==> src/rtl/guard_pkg.sv <==
package guard_pkg;
  localparam int unsigned BUS_DW = 32;
  localparam int unsigned BUS_AW = 12;

  localparam logic [BUS_AW-1:0] OFF_RELOAD = 12'h000;
  localparam logic [BUS_AW-1:0] OFF_COUNT  = 12'h004;
  localparam logic [BUS_AW-1:0] OFF_CTRL   = 12'h008;
  localparam logic [BUS_AW-1:0] OFF_ICLR   = 12'h00C;
  localparam logic [BUS_AW-1:0] OFF_KEY    = 12'hC00;

  localparam logic [BUS_DW-1:0] OPEN_KEY = 32'h1ACCE551;

  typedef struct packed {
    logic rst_en;
    logic run;
  } ctrl_t;
endpackage

==> src/rtl/guard_regs.sv <==
module guard_regs
  import guard_pkg::*;
#(
  parameter int unsigned CNT_W = 32,
  parameter logic [CNT_W-1:0] LOAD_RST = '1
) (
  input  logic              clk,
  input  logic              rst_n,
  input  logic [BUS_AW-1:0] bus_addr,
  input  logic              bus_we,
  input  logic [BUS_DW-1:0] bus_wdata,
  input  logic [CNT_W-1:0]  count,
  output logic [BUS_DW-1:0] bus_rdata,
  output logic [CNT_W-1:0]  load_q,
  output ctrl_t             ctrl_q,
  output logic              closed_q,
  output logic              reload,
  output logic [CNT_W-1:0]  reload_val,
  output logic              iclr
);
  logic wr_ok, wr_load, wr_ctrl, wr_key, run_rise;

  assign wr_key   = bus_we && (bus_addr == OFF_KEY);
  assign wr_ok    = bus_we && !closed_q;
  assign wr_load  = wr_ok && (bus_addr == OFF_RELOAD);
  assign wr_ctrl  = wr_ok && (bus_addr == OFF_CTRL);
  assign iclr     = wr_ok && (bus_addr == OFF_ICLR);
  assign run_rise = wr_ctrl && bus_wdata[0] && !ctrl_q.run;

  assign reload     = wr_load || iclr || run_rise;
  assign reload_val = wr_load ? bus_wdata[CNT_W-1:0] : load_q;

  always_ff @(posedge clk or negedge rst_n) begin
    if (!rst_n) begin
      load_q   <= LOAD_RST;
      ctrl_q   <= '0;
      closed_q <= 1'b0;
    end else begin
      if (wr_load) load_q <= bus_wdata[CNT_W-1:0];
      if (wr_ctrl) ctrl_q <= ctrl_t'(bus_wdata[1:0]);
      if (wr_key)  closed_q <= (bus_wdata != OPEN_KEY);
    end
  end

  always_comb begin
    bus_rdata = '0;
    unique case (bus_addr)
      OFF_RELOAD: bus_rdata = BUS_DW'(load_q);
      OFF_COUNT:  bus_rdata = BUS_DW'(count);
      OFF_CTRL:   bus_rdata = BUS_DW'(ctrl_q);
      OFF_KEY:    bus_rdata = BUS_DW'(closed_q);
      default:    bus_rdata = '0;
    endcase
  end
endmodule

==> src/rtl/guard_counter.sv <==
module guard_counter #(
  parameter int unsigned CNT_W = 32,
  parameter logic [CNT_W-1:0] LOAD_RST = '1
) (
  input  logic             clk,
  input  logic             rst_n,
  input  logic             run,
  input  logic             tick,
  input  logic             reload,
  input  logic [CNT_W-1:0] reload_val,
  input  logic [CNT_W-1:0] load_q,
  output logic [CNT_W-1:0] count,
  output logic             expire
);
  logic step;

  assign step   = run && tick && !reload;
  assign expire = step && (count == '0);

  always_ff @(posedge clk or negedge rst_n) begin
    if (!rst_n)      count <= LOAD_RST;
    else if (reload) count <= reload_val;
    else if (expire) count <= load_q;
    else if (step)   count <= count - 1'b1;
  end
endmodule

==> src/rtl/guard_escalate.sv <==
module guard_escalate
  import guard_pkg::*;
(
  input  logic  clk,
  input  logic  rst_n,
  input  logic  expire,
  input  logic  iclr,
  input  ctrl_t ctrl_q,
  output logic  irq_o,
  output logic  sys_rst_o
);
  logic pend_q;

  always_ff @(posedge clk or negedge rst_n) begin
    if (!rst_n) begin
      pend_q    <= 1'b0;
      sys_rst_o <= 1'b0;
    end else begin
      if (iclr)        pend_q <= 1'b0;
      else if (expire) pend_q <= 1'b1;
      if (expire && pend_q && ctrl_q.rst_en) sys_rst_o <= 1'b1;
    end
  end

  assign irq_o = pend_q && ctrl_q.run;
endmodule

==> src/rtl/guard_timer.sv <==
module guard_timer
  import guard_pkg::*;
#(
  parameter int unsigned CNT_W = 32,
  parameter logic [CNT_W-1:0] LOAD_RST = '1
) (
  input  logic              clk,
  input  logic              rst_n,
  input  logic              tick_en,
  input  logic [BUS_AW-1:0] bus_addr,
  input  logic              bus_we,
  input  logic [BUS_DW-1:0] bus_wdata,
  output logic [BUS_DW-1:0] bus_rdata,
  output logic              irq_o,
  output logic              sys_rst_o
);
  logic [CNT_W-1:0] load_q, count, reload_val;
  ctrl_t            ctrl_q;
  logic             closed_q, reload, iclr, expire;

  guard_regs #(.CNT_W(CNT_W), .LOAD_RST(LOAD_RST)) u_regs (
    .clk(clk), .rst_n(rst_n), .bus_addr(bus_addr), .bus_we(bus_we),
    .bus_wdata(bus_wdata), .count(count), .bus_rdata(bus_rdata),
    .load_q(load_q), .ctrl_q(ctrl_q), .closed_q(closed_q),
    .reload(reload), .reload_val(reload_val), .iclr(iclr)
  );

  guard_counter #(.CNT_W(CNT_W), .LOAD_RST(LOAD_RST)) u_cnt (
    .clk(clk), .rst_n(rst_n), .run(ctrl_q.run), .tick(tick_en),
    .reload(reload), .reload_val(reload_val), .load_q(load_q),
    .count(count), .expire(expire)
  );

  guard_escalate u_esc (
    .clk(clk), .rst_n(rst_n), .expire(expire), .iclr(iclr),
    .ctrl_q(ctrl_q), .irq_o(irq_o), .sys_rst_o(sys_rst_o)
  );
endmodule

==> config.mk <==
export PLATFORM = sky130hd
export DESIGN_NAME = guard_timer
export DESIGN_NICKNAME = d
export VERILOG_FILES = /design/src/rtl/guard_pkg.sv /design/src/rtl/guard_regs.sv /design/src/rtl/guard_counter.sv /design/src/rtl/guard_escalate.sv /design/src/rtl/guard_timer.sv
export SDC_FILE = /design/constraint.sdc
export NUM_CORES = 1
export LEC_CHECK = 0
export BUFFER_PORTS_ARGS = -buffer_cell sky130_fd_sc_hd__buf_2
export CAP_MARGIN = 20
export CORE_ASPECT_RATIO = 1.5
export CORE_UTILIZATION = 41
export CTS_BUF_LIST = sky130_fd_sc_hd__clkbuf_4
export CTS_CLUSTER_DIAMETER = 50
export DETAILED_ROUTE_END_ITERATION = 12
export GPL_TIMING_DRIVEN = 0
export PLACE_DENSITY_LB_ADDON = 0.25
export SLEW_MARGIN = 0
export SYNTH_ARGS = -nofsm -noshare
export SYNTH_HDL_FRONTEND = slang
export SYNTH_SLANG_ARGS = --single-unit
==> constraint.sdc <==
create_clock -name clk -period 2.66 [get_ports clk]
set_input_delay 0.266 -clock clk [delete_from_list [all_inputs] [get_ports clk]]
set_output_delay 0.266 -clock clk [all_outputs]
set_load 0.05 [all_outputs]
-- Word-level counts from Yosys, hierarchy flattened
Cells that the tools add are included.
- flip-flop bits (word level): 69
- muxes and demuxes: 7
- reductions and logical operators: 22
- add/sub/neg operators: 1
- equality and inequality tests: 5
- operators with widths (kind ; count):
    32-bit two-way mux ; 4
    32-bit one-hot mux with 4 select lines ; 1
    32-bit zero test ; 1
    32-bit by 29-bit != test with 1-bit output, second input constant ; 1
    32-bit by 1-bit subtractor with 32-bit output, second input constant ; 1
    12-bit by 4-bit == test with 1-bit output, second input constant ; 2
    1-bit logical AND ; 13
    12-bit == test, second input constant ; 1
    12-bit by 3-bit == test with 1-bit output, second input constant ; 1
    12-bit zero test ; 1
    1-bit zero test ; 3
    3-bit nonzero test ; 1
    1-bit logical OR ; 2
    1-bit two-way mux ; 2
    2-bit nonzero test ; 1

-- Depth between registers and ports, before layout
- word-level depth: 11
- gate-level depth with buffers: 10

-- By module
A second synthesis with hierarchy kept.
- cells, all modules: 477
- area, all modules: 4633.2 µm²
- modules (own cells, without submodules) (module ; cells each ; sequential area each (µm²) ; times used ; area each (µm²)):
    guard_counter ; 294 ; 840.8 ; 1 ; 2376.0
    guard_regs ; 178 ; 915.9 ; 1 ; 2180.8
    guard_escalate ; 5 ; 50.0 ; 1 ; 76.3

-- Worst setup path after synthesis
Ideal clock, no wire load.
- path kind: register -> register
- from: register u_cnt.count[0]
- to: register u_cnt.count[26]
- cell stages (with the launch flop): 9
- clock period less this slack: 2.382 ns
- setup slack: 0.278 ns
- arrival: 2.322 ns
- buffers on the path: 0
- cell sequence: dfstp_2 > inv_1 > ha_1 > nor3b_1 > nand4_1 > or2_1 > or4_1 > a21oi_1 > a211o_1
- word-level cells in the longest chain between the ends: 4
- elaborated cells on any way between the ends: 7
- those cells by class: 1 x add/sub; 3 x mux; 3 x reduce/logical
- ends and longest elaborated chain (what ; RTL line ; source):
    from (decl) ; guard_counter.sv:12 ; output logic [CNT_W-1:0] count,
    from (signal assigned) ; guard_counter.sv:22 ; else if (reload) count <= reload_val;
    from (signal assigned) ; guard_counter.sv:23 ; else if (expire) count <= load_q;
    from (signal assigned) ; guard_counter.sv:24 ; else if (step) count <= count - 1'b1;
    32-bit by 1-bit subtractor with 32-bit output / 32-bit zero test (equally long branches) ; guard_counter.sv:24, guard_counter.sv:18 ;
    32-bit two-way mux / 1-bit logical AND (equally long branches) ; guard_counter.sv:24, guard_counter.sv:18 ;
    32-bit two-way mux ; guard_counter.sv:23 ;
    32-bit two-way mux ; guard_counter.sv:22 ;
Parallel ways exist; a longest one is shown, timed or not. The select of a mux whose other input is x is not followed.
A chain may end at the register's enable or synchronous reset.

-- Worst setup path after layout
- from: register u_cnt.count[0]
- to: register u_cnt.count[13]
Same word-level chain as after synthesis.

==> flow_summary_export.csv <==
group,metric,value,unit
global_route,antenna_found_initial,0,
sta,hold_viol_final,0,
global_route,grtUsageTotal,27.8,%
sta,final.setup_skew,0.0181,ns
cts,clock_sinks,69,
cts,clock-root-buffer,"clkbuf_4",
placement,gp_congestion,0.910,
logic_synthesis,syn_nets,542,
die,die-area,10600,µm²
power_and_ir_drop,power_frac_seq,54.8,%
worst_hold_path,holdPathStages,3,
detailed_routing,antenna_left,0,
logic_synthesis,ys_warn_count,0,
global_route,grt_overflow,0,
cts,cts_tree,"done",
logic_synthesis,synthFlopType,"dfstp_2",
cts,clkSlewWorstSetupHoldPaths,0.12,ns
sta,period_minus_slack,2.64,ns
detailed_routing,drc_errors,3,
global_route,grt_pass1_wl,22400,µm
worst_hold_path,hold_path.class,"input pin to register",
detailed_routing,wire_per_inst,20.1,µm
placement,hpwl,10000,µm
worst_setup_path,cp-end-kind,"register",
detailed_routing,drt-pass1-iter-count,9,
job,drv_cap,0,
placement,postPlaceCellArea,4740,µm²
placement,numPortBuffers,80,
sta,rsz0062_at_grt,"yes",
detailed_routing,finalWirelength,14300,µm
power_and_ir_drop,p_leak,0.00230,µW
cts,htreeDepth,3,
power_and_ir_drop,p_comb_share,9.0,%
sta,tightest_slew,0.891,ns
die,die_h,126,µm
logic_synthesis,async_flop_share,100,%
status,status,"finished, violations left",
die,ioPinCount,82,
power_and_ir_drop,power.total,1990,µW
worst_setup_path,worst-path-stages,10,
worst_setup_path,slowest_delay,0.43,ns
sta,fmax,379,MHz
sta,setup_viol,0,
worst_setup_path,critPathKind,"register to register",
finish,nFillCells,975,
worst_setup_path,crit_buf_inv,3,
power_and_ir_drop,switching_share,26.1,%
die,core-area,9800,µm²
die,rows,44,
cts,numCtsBuffers,9,
die,die_w,84.5,µm
worst_setup_path,critPathLaunchType,"register",
detailed_routing,via_per_inst,6.02,
global_route,grt_max_degree,70,
power_and_ir_drop,power.switching,521,µW
die,start_util,42.7,%
worst_setup_path,rr_worst_depth,10,
cts,clock_path_buffers,2,
finish,antennaDiodeCount,0,
logic_synthesis,syn_inst,493,
logic_synthesis,netlist_area,4190,µm²
detailed_routing,drt-initial-drc-count,302,
worst_setup_path,critPathRequiredTime,3.03,ns
power_and_ir_drop,p_int,1470,µW
cts,clock_latency,0.44,ns
worst_setup_path,cp_cell_sequence,"inv_1, ha_1, nor3b_4, nand4_1, buf_4, nor3_4, nor2_1, clkbuf_2, a222oi_1, nand2_1",
sta,finalMaxSlewViolations,0,
logic_synthesis,synth_edf_count,0,
worst_setup_path,worst_path_max_delay_cell,"dfstp_2",
power_and_ir_drop,power-per-cell-area,399,nW/µm²
worst_setup_path,critPathTopFamily,"simple AND/OR/NAND/NOR gates",
sta,max_slew_margin,40.6,%
status,violations,"design-rule violations",
finish,areaGrowthSynthToFinish,19.4,%
global_route,grt_pass1_vias,4251,
finish,final_cell_area,5000,µm²
finish,nets,640,
worst_setup_path,arrival,3.01,ns
logic_synthesis,synth_cell_types,56,
power_and_ir_drop,peakVddDrop,0.327,mV
detailed_routing,vias,4279,
logic_synthesis,yosysSeqAreaShare,43.1,%
logic_synthesis,ys_ff_latch,69,
power_and_ir_drop,clkPwrFrac,36.2,%
logic_synthesis,syn_avg_cell_area,8.49,µm²
sta,fin_crit_sh,99.3,%
finish,drive_above_1_share,32.7,%
worst_setup_path,path_max_fanout,10,
sequential cells by signal, indices dropped and copies added, names as in the netlist:
name / flops
u_cnt.count: 32
u_regs.ctrl_q: 2
u_regs.closed_q: 1
u_esc.sys_rst_o: 1
u_regs.load_q: 32
u_esc.pend_q: 1
layout make-up:
class                      count  area, µm²  share of cell area [%]
tap                          115        144                    2.88
inverter                       5       18.8                   0.375
multi-input combinational    389       2270                    45.5
buffer                        30        161                    3.23
clock buffer                  13       97.6                    1.95
clock inverter                 3       37.5                   0.751
timing repair buffer          87        458                    9.16
sequential                    69       1810                    36.1
stage by stage:
stage	setup TNS (ns)	instances	hold WS (ns)	util (%)	setup slack [ns]
after detailed placement	-22.72	689	0.454	48.4	-0.720
after global routing	-0.0695	711	0.0274	51.0	-0.0695
after floorplan	0	493	-0.0296	-	0.278
after global placement	-16.74	688	0.448	48.3	-0.607
after CTS	0	710	0.0166	50.5	0.0128
final	0	711	0.0254	51.0	0.0187
synthesized netlist by cell type (all sizes together), types with 3 or more instances:
cell | number | area share (%)
nand2 | 152 | 14
dfstp | 64 | 40
a22o | 33 | 6.9
nor2 | 31 | 2.8
clkbuf | 24 | 2.2
o21ai | 21 | 2.5
nor3 | 19 | 2.5
nand4 | 11 | 1.6
nor4 | 11 | 1.9
o2111ai | 11 | 2.3
a21oi | 10 | 1.2
buf | 6 | 1.2
or3 | 6 | 0.90
xnor2 | 6 | 1.3
a221o | 5 | 1.2
a222oi | 5 | 1.2
dfrtp | 5 | 3.0
inv | 5 | 0.45
nand3 | 5 | 0.60
xor2 | 5 | 1.0
nand2b | 4 | 0.78
nor3b | 4 | 0.72
or2 | 4 | 0.60
or4 | 4 | 0.72
and2 | 3 | 0.45
nand3b | 3 | 0.54
nor4bb | 3 | 0.72
o31ai | 3 | 0.54
cells in the final DEF, fill, tap and decap left out, types with 3 or more instances in the layout:
cell,count
buf_4,7
nor3b_1,3
nand2b_1,3
o21ai_1,7
nand3_1,5
nand4_1,11
nor4bb_1,3
clkbuf_1,15
inv_1,5
a222oi_1,5
nor3_1,16
and2_1,3
dfrtp_1,5
or3_1,6
or4_1,3
a22o_1,33
nand2_1,152
clkbuf_4,14
nor4_1,8
buf_2,82
nor2_1,31
dfstp_2,64
o31ai_1,3
xor2_1,5
o21ai_0,14
nand3b_1,3
clkbuf_2,8
o2111ai_1,11
xnor2_1,6
a21oi_1,10
a221o_1,5
path summary, 6_finish.rpt:
kind | from | endpoint | slack, ns
worst max register to register | u_cnt.count[0]$_DFFE_PN1P_ | u_cnt.count[13]$_DFFE_PN1P_ | 0.02
worst min-delay path | bus_wdata[19] | u_regs.load_q[19]$_DFF_PN1_ | 0.03
min in group asynchronous | rst_n | u_regs.closed_q$_DFFE_PN0P_ | 0.52
worst min register to register | u_regs.load_q[15]$_DFF_PN1_ | u_regs.load_q[15]$_DFF_PN1_ | 0.47
worst max-delay path | u_cnt.count[0]$_DFFE_PN1P_ | u_cnt.count[13]$_DFFE_PN1P_ | 0.02
max in group asynchronous | rst_n | u_esc.pend_q$_DFFE_PN0P_ | 1.61
layer usage:
layer  share of wire (%)  GRT usage [%]  vias up
li1                    -              -     1987
met1                  39           32.7     2047
met4                 5.2           18.1        0
met2                  50           46.6      197
met5                   0              0        -
met3                 6.1           4.59       48
cell families (layout without fill, tap and decap cells):
family | Yosys count | after routing | share of synthesized area [%]
AOI/OAI and AO/OA | 105 | 105 | 19.5
buffers and inverters | 35 | 138 | 3.76
muxes | 3 | 3 | 0.777
DFF | 69 | 69 | 43.1
xor gates and xnor gates | 11 | 11 | 2.30
and+or+nand+nor | 269 | 269 | 30.2
adders and majority gates | 1 | 1 | 0.299
worst min-delay path, cell delays in order:
cell	delay, ns
buf_2	0.11
nand2_1	0.06
nand2_1	0.05
what timing repair did:
action,in CTS,in global routing
gates cloned,0,0
endpoints found under the hold margin,5,0
pin swaps,2,2
buffers inserted,4,1
endpoints found under the setup margin,64,60
hold buffers,1,0
resized for setup,11,13
power by group through the flow:
stage | sequential [µW] | clock, µW | combinational (µW)
after detailed placement | 1100 | 0 | 163
after floorplan | 1100 | 0 | 72.4
after CTS | 1090 | 723 | 170
final | 1090 | 722 | 179
after global placement | 1100 | 0 | 159
after global routing | 1090 | 767 | 194
No activity file was read; power rests on OpenSTA's default activity.
